<file path="config.mk">
export PLATFORM = sky130hd
export DESIGN_NAME = hs_link
export DESIGN_NICKNAME = d
export VERILOG_FILES = /design/src/rtl/hs_pkg.sv /design/src/rtl/hs_sync2.sv /design/src/rtl/hs_master.sv /design/src/rtl/hs_slave.sv /design/src/rtl/hs_link.sv
export SDC_FILE = /design/constraint.sdc
export NUM_CORES = 1
export LEC_CHECK = 0
export ABC_AREA = 1
export BUFFER_PORTS_ARGS = -buffer_cell sky130_fd_sc_hd__buf_2
export CORE_AREA = 3 3 67 69
export CTS_BUF_LIST = sky130_fd_sc_hd__clkbuf_8
export CTS_CLUSTER_DIAMETER = 100
export CTS_CLUSTER_SIZE = 8
export DETAILED_ROUTE_END_ITERATION = 10
export DIE_AREA = 0 0 70 72
export GPL_ROUTABILITY_DRIVEN = 0
export HOLD_SLACK_MARGIN = 0.1
export PLACE_DENSITY = 0.71
export SLEW_MARGIN = 10
export SYNTH_ARGS = -nofsm -noshare
export SYNTH_HDL_FRONTEND = slang
export SYNTH_SLANG_ARGS = --single-unit
</file>
<file path="constraint.sdc">
create_clock -name clk -period 1.4 [get_ports clk]
set_clock_uncertainty 0.05 [all_clocks]
set_input_delay 0.14 -clock clk [delete_from_list [all_inputs] [get_ports clk]]
set_output_delay 0.14 -clock clk [all_outputs]
set_load 0.005 [all_outputs]
</file>
<file path="src/rtl/hs_pkg.sv">
package hs_pkg;
  typedef enum logic [1:0] {
    HS_OPEN = 2'd0,
    HS_HALF = 2'd1,
    HS_FULL = 2'd2
  } hs_mode_e;

  function automatic hs_mode_e hs_decode(input logic [1:0] m);
    case (m)
      2'd0:    return HS_OPEN;
      2'd1:    return HS_HALF;
      default: return HS_FULL;
    endcase
  endfunction
endpackage

</file>
<file path="src/rtl/hs_sync2.sv">
module hs_sync2 #(
  parameter int W      = 1,
  parameter int STAGES = 2
) (
  input  logic         clk,
  input  logic         rst,
  input  logic [W-1:0] d_i,
  output logic [W-1:0] q_o
);
  logic [W-1:0] stg [STAGES];

  always_ff @(posedge clk) begin
    if (rst) stg[0] <= '0;
    else     stg[0] <= d_i;
  end

  for (genvar s = 1; s < STAGES; s++) begin : g_stage
    always_ff @(posedge clk) begin
      if (rst) stg[s] <= '0;
      else     stg[s] <= stg[s-1];
    end
  end

  assign q_o = stg[STAGES-1];
endmodule

</file>
<file path="src/rtl/hs_master.sv">
module hs_master
  import hs_pkg::*;
#(
  parameter int DW       = 8,
  parameter int HOLD_CYC = 4
) (
  input  logic          clk,
  input  logic          rst,
  input  logic [1:0]    mode_i,
  input  logic          start_i,
  input  logic          ack_s_i,
  input  logic [DW-1:0] bus_s_i,
  output logic          req_o,
  output logic          done_o,
  output logic [DW-1:0] rdata_o
);
  localparam int HCW = $clog2(HOLD_CYC + 1);
  localparam logic [HCW-1:0] HOLD_LAST = HCW'(HOLD_CYC - 1);

  typedef enum logic [1:0] {M_IDLE, M_REQ, M_DROP} mst_e;
  mst_e st;
  hs_mode_e md;
  logic [HCW-1:0] cnt;

  always_ff @(posedge clk) begin
    if (rst) begin
      st      <= M_IDLE;
      md      <= HS_OPEN;
      cnt     <= '0;
      req_o   <= 1'b0;
      done_o  <= 1'b0;
      rdata_o <= '0;
    end else begin
      done_o <= 1'b0;
      case (st)
        M_IDLE: begin
          if (start_i && !ack_s_i) begin
            req_o <= 1'b1;
            md    <= hs_decode(mode_i);
            cnt   <= '0;
            st    <= M_REQ;
          end
        end
        M_REQ: begin
          case (md)
            HS_OPEN: begin
              if (cnt == HOLD_LAST) begin
                req_o  <= 1'b0;
                done_o <= 1'b1;
                st     <= M_IDLE;
              end else begin
                cnt <= cnt + 1'b1;
              end
            end
            HS_HALF: begin
              if (ack_s_i) begin
                req_o   <= 1'b0;
                done_o  <= 1'b1;
                rdata_o <= bus_s_i;
                st      <= M_IDLE;
              end
            end
            default: begin
              if (ack_s_i) begin
                req_o   <= 1'b0;
                rdata_o <= bus_s_i;
                st      <= M_DROP;
              end
            end
          endcase
        end
        M_DROP: begin
          if (!ack_s_i) begin
            done_o <= 1'b1;
            st     <= M_IDLE;
          end
        end
        default: st <= M_IDLE;
      endcase
    end
  end

  assert_half_hold_R3: assert property (@(posedge clk) disable iff (rst)
    (st == M_REQ && md == HS_HALF && !ack_s_i) |=> req_o);
  assert_full_drop_R5: assert property (@(posedge clk) disable iff (rst)
    (md == HS_FULL && $fell(req_o)) |-> $past(ack_s_i));
  assert_done_pulse_R7: assert property (@(posedge clk) disable iff (rst)
    done_o |=> !done_o);
  assert_start_gate_R9: assert property (@(posedge clk) disable iff (rst)
    $rose(req_o) |-> $past(st) == M_IDLE);
endmodule

</file>
<file path="src/rtl/hs_slave.sv">
module hs_slave
  import hs_pkg::*;
#(
  parameter int DW      = 8,
  parameter int ACK_CYC = 2
) (
  input  logic          clk,
  input  logic          rst,
  input  logic [1:0]    mode_i,
  input  logic          req_s_i,
  input  logic [DW-1:0] src_i,
  output logic          ack_o,
  output logic [DW-1:0] bus_o
);
  localparam int ACW = $clog2(ACK_CYC + 1);
  localparam logic [ACW-1:0] ACK_LAST = ACW'(ACK_CYC - 1);

  typedef enum logic [1:0] {S_IDLE, S_ACK, S_WAIT} slv_e;
  slv_e st;
  hs_mode_e md;
  logic [ACW-1:0] cnt;

  always_ff @(posedge clk) begin
    if (rst) begin
      st    <= S_IDLE;
      md    <= HS_OPEN;
      cnt   <= '0;
      ack_o <= 1'b0;
      bus_o <= '0;
    end else begin
      case (st)
        S_IDLE: begin
          if (req_s_i) begin
            ack_o <= 1'b1;
            bus_o <= src_i;
            md    <= hs_decode(mode_i);
            cnt   <= '0;
            st    <= S_ACK;
          end
        end
        S_ACK: begin
          if (md == HS_FULL) begin
            if (!req_s_i) begin
              ack_o <= 1'b0;
              bus_o <= '0;
              st    <= S_IDLE;
            end
          end else if (cnt == ACK_LAST) begin
            ack_o <= 1'b0;
            bus_o <= '0;
            st    <= S_WAIT;
          end else begin
            cnt <= cnt + 1'b1;
          end
        end
        S_WAIT: begin
          if (!req_s_i) st <= S_IDLE;
        end
        default: st <= S_IDLE;
      endcase
    end
  end

  assert_full_release_R6: assert property (@(posedge clk) disable iff (rst)
    (md == HS_FULL && $fell(ack_o)) |-> !$past(req_s_i));
  assert_timed_len_R4: assert property (@(posedge clk) disable iff (rst)
    (md != HS_FULL && ack_o) |-> (cnt <= ACK_LAST));
  assert_bus_hold_R8: assert property (@(posedge clk) disable iff (rst)
    (ack_o && $past(ack_o)) |-> $stable(bus_o));
  assert_bus_idle_R8: assert property (@(posedge clk) disable iff (rst)
    !ack_o |-> (bus_o == '0));
endmodule

</file>
<file path="src/rtl/hs_link.sv">
module hs_link #(
  parameter int DW       = 8,
  parameter int HOLD_CYC = 4,
  parameter int ACK_CYC  = 2
) (
  input  logic          clk,
  input  logic          rst,
  input  logic [1:0]    mode,
  input  logic          start,
  input  logic [DW-1:0] src_data,
  output logic          done,
  output logic [DW-1:0] rdata,
  output logic          req,
  output logic          ack,
  output logic [DW-1:0] bus_data
);
  logic          req_s;
  logic          ack_s;
  logic [DW-1:0] bus_s;
  logic [DW:0]   rsp_bundle_s;

  hs_sync2 #(.W(1), .STAGES(2)) u_req_sync (
    .clk(clk), .rst(rst), .d_i(req), .q_o(req_s)
  );

  hs_sync2 #(.W(DW + 1), .STAGES(2)) u_rsp_sync (
    .clk(clk), .rst(rst), .d_i({ack, bus_data}), .q_o(rsp_bundle_s)
  );

  assign ack_s = rsp_bundle_s[DW];
  assign bus_s = rsp_bundle_s[DW-1:0];

  hs_master #(.DW(DW), .HOLD_CYC(HOLD_CYC)) u_master (
    .clk(clk), .rst(rst), .mode_i(mode), .start_i(start),
    .ack_s_i(ack_s), .bus_s_i(bus_s),
    .req_o(req), .done_o(done), .rdata_o(rdata)
  );

  hs_slave #(.DW(DW), .ACK_CYC(ACK_CYC)) u_slave (
    .clk(clk), .rst(rst), .mode_i(mode), .req_s_i(req_s),
    .src_i(src_data), .ack_o(ack), .bus_o(bus_data)
  );
endmodule

</file>
==> run_results.csv <==
group,metric,value,unit
synthesis,synthesis.area,2040,sq um
cts,clock-root-buffer,"clkbuf_8",
global_route,grt_max_degree,23,
detailed_routing,avgRoutedWirePerCell,10.4,um
synthesis,syn-num-nets,277,
synthesis,yosys_warnings,0,
floorplan,die_w,70,um
worst_setup_path,cp_cell_sequence,"ha_1, ha_2, nand2_1, nand3_1, nand3_1, nand2_1, nor2_1",
flow_run,maxCapViolations,0,
worst_setup_path,arrival,1.46,ns
cts,cts_tree,"built",
floorplan,start_util,51.5,%
cts,cts_buffers,5,
global_route,grt_pass1_wl,6610,um
synthesis,synth_cells,258,
synthesis,synth_cell_types,23,
cells_and_area,drive_above_1_share,21.1,%
worst_setup_path,path_class,"flop to flop",
detailed_routing,first_pass_iters,4,
worst_setup_path,cp-end-kind,"flop",
floorplan,io_pins,32,
power,vdd_drop_max,0.727,mV
worst_setup_path,slowest_stage,"dfxtp_2",
cts,clk-insertion-delay-late,0.30,ns
power,p_per_area,1210,nW/um^2
detailed_routing,totalWireLength,3670,um
floorplan,core-area,3970,sq um
floorplan,die_area,5040,sq um
detailed_routing,vias,1609,
sta,finalHoldViolCount,0,
global_route,grt_pass1_vias,1553,
detailed_routing,post_drt_via_cell_ratio,4.56,
synthesis,ys_seq_area_share,50.9,%
sta,final.min_clock_period,1.32,ns
cells_and_area,synthToLayoutAreaGrowth,20.2,%
sta,period_share,94.2,%
global_route,track_usage,16.4,%
worst_setup_path,worstPathMaxFanout,3,
worst_setup_path,critical_path.max_stage_delay,0.35,ns
floorplan,die_h,72,um
cts,cts_buffer_depth,2,
cells_and_area,fillers,359,
placed_design,hpwlAfterDp,2440,um
detailed_routing,drc,0,
sta,rsz0062_at_grt,"no",
cts,post-cts-setup-buffers,0,
worst_setup_path,worst_ep_required_time,1.54,ns
cts,cts_htree_levels,2,
floorplan,num_rows,23,
detailed_routing,first_iter_violations,65,
global_route,grt_remaining_overflow,0,
power,cellLeakagePower,0.00109,uW
sta,max_freq,0.758,GHz
cts,cts.sinks,52,
sta,finalMaxSlewViolations,0,
sta,whs,0.104,ns
cells_and_area,fin_util,61.9,%
cells_and_area,fin_nets,321,
synthesis,syn_avg_cell_area,7.92,sq um
cells_and_area,diodes,0,
sta,setup_viol,0,
sta,worst_pin_slew,0.326,ns
placed_design,portBuffers,31,
status,status,"completed",
min_path,hold_class,"input pin to flop",
synthesis,ys_seq_elements,52,
sta,slew_headroom,78.2,%
worst_setup_path,start_kind,"flop",
detailed_routing,ant_nets,0,
cts,path_clk_slew,0.09,ns
global_route,antenna_found_initial,0,
-- final timing paths --
| path | start | to | slack, ns | cells after the start |
|---|---|---|---|---|
| setup / recovery | u_master.cnt[0]$_SDFFE_PP0P_ | u_master.st[1]$_SDFFE_PP0P_ | 0.08 | 7 |
| hold reg to reg | u_rsp_sync.stg[0][7]$_SDFF_PP0_ | u_rsp_sync.stg[1][7]$_SDFF_PP0_ | 0.35 | 2 |
| hold / removal | mode[1] | u_slave.md[1]$_SDFFE_PP0P_ | 0.10 | 3 |
| setup reg to reg | u_master.cnt[0]$_SDFFE_PP0P_ | u_master.st[1]$_SDFFE_PP0P_ | 0.08 | 7 |
-- placed cells by master, fill, tap and decap left out, types with 2 or more instances in the layout --
| cell type | instances |
|---|---|
| inv_1 | 52 |
| dfxtp_1 | 50 |
| nand2_1 | 41 |
| nor2_1 | 31 |
| buf_2 | 31 |
| o21ai_0 | 21 |
| a21oi_1 | 18 |
| nand3_1 | 12 |
| dlygate4sd3_1 | 8 |
| clkbuf_8 | 5 |
| buf_4 | 4 |
| inv_2 | 3 |
| nand3_2 | 3 |
| ha_1 | 3 |
| nor2_2 | 2 |
| nand3_4 | 2 |
| o21ai_4 | 2 |
| ha_4 | 2 |
| dfxtp_2 | 2 |
-- synthesized netlist by cell type --
master,count,area (sq um)
buf_2,2,10.0
o21ai_2,1,8.76
or2_2,2,12.5
nor3_1,1,5.00
nand2_1,41,154
inv_1,52,195
o21ai_4,1,16.3
nand3_4,2,35.0
a21oi_1,18,90.1
o21a_1,1,7.51
clkbuf_2,1,5.00
nor2_1,31,116
nand2_2,1,6.26
nor2_2,2,12.5
ha_1,6,75.1
dfxtp_1,52,1040
inv_2,2,7.51
inv_4,1,6.26
nand3_1,13,65.1
buf_6,3,33.8
nand3_2,2,20.0
o21ai_0,22,110
nand2_4,1,11.3
-- through the flow --
step                      setup TNS, ns  worst slack [ns]  instances  cell area [sq um]  power (uW)
after floorplan                       0            0.0908        258               2040        2000
after global placement                0            0.0404        337               2240        2100
after detailed placement       -0.00334          -0.00334        337               2240        2110
after CTS                             0            0.0120        353               2410        2960
after global routing                  0            0.0147        353               2460        3170
final                                 0            0.0815        353               2460        2980
-- sequential cells by signal, indices dropped and copies added, names as in the netlist --
signal / flops
u_rsp_sync.stg: 18
u_master.rdata_o: 8
u_slave.bus_o: 8
u_master.cnt: 3
u_master.md: 2
u_master.st: 2
u_req_sync.stg: 2
u_slave.cnt: 2
u_slave.md: 2
u_slave.st: 2
u_master.done_o: 1
u_master.req_o: 1
u_slave.ack_o: 1
-- critical path: cells and delay by family, from the launching register on --
family | cells | cell delay, ns
fa+ha+maj | 2 | 0.37
simple gates | 5 | 0.44
flops | 1 | 0.35
-- logic make-up after synthesis --
family,count (synthesis),synth area share (%)
simple gates,96,21.4
flops,52,50.9
compound gates,43,11.4
fa+ha+maj,6,3.67
buf+inv,61,12.6
-- metal layers --
| metal | wire, um | vias to the layer above | part of all wire, % | GRT usage, % |
|---|---|---|---|---|
| li1 | - | 874 | - | - |
| met1 | 1720 | 693 | 47 | 19.5 |
| met2 | 1680 | 31 | 46 | 27.1 |
| met3 | 150 | 11 | 4.1 | 4.57 |
| met4 | 116 | 0 | 3.2 | 8.94 |
| met5 | 0 | - | 0 | 0 |
-- area by class of cell --
type / instances / area (sq um) / share of cell area (%)
sequential: 52 / 1040 / 42.5
tap: 50 / 62.6 / 2.55
inverter: 55 / 209 / 8.50
clock buffer: 5 / 68.8 / 2.80
multi-input combinational: 145 / 788 / 32.1
clock inverter: 3 / 20.0 / 0.815
timing repair buffer: 43 / 265 / 10.8
-- report_power, final --
part / internal (uW) / total, uW / switching (uW)
Combinational: 227 / 541 / 314
Sequential: 1560 / 1610 / 47.9
Clock: 349 / 832 / 483
-- what timing repair did --
action                                  in CTS  in global routing
resized for setup                            1                 11
hold buffers                                 8                  0
hold endpoints to repair                     8                  0
endpoints found under the setup margin       2                 12
pin swaps                                    0                  1
Note: power is estimated with default switching activity, not from simulation.
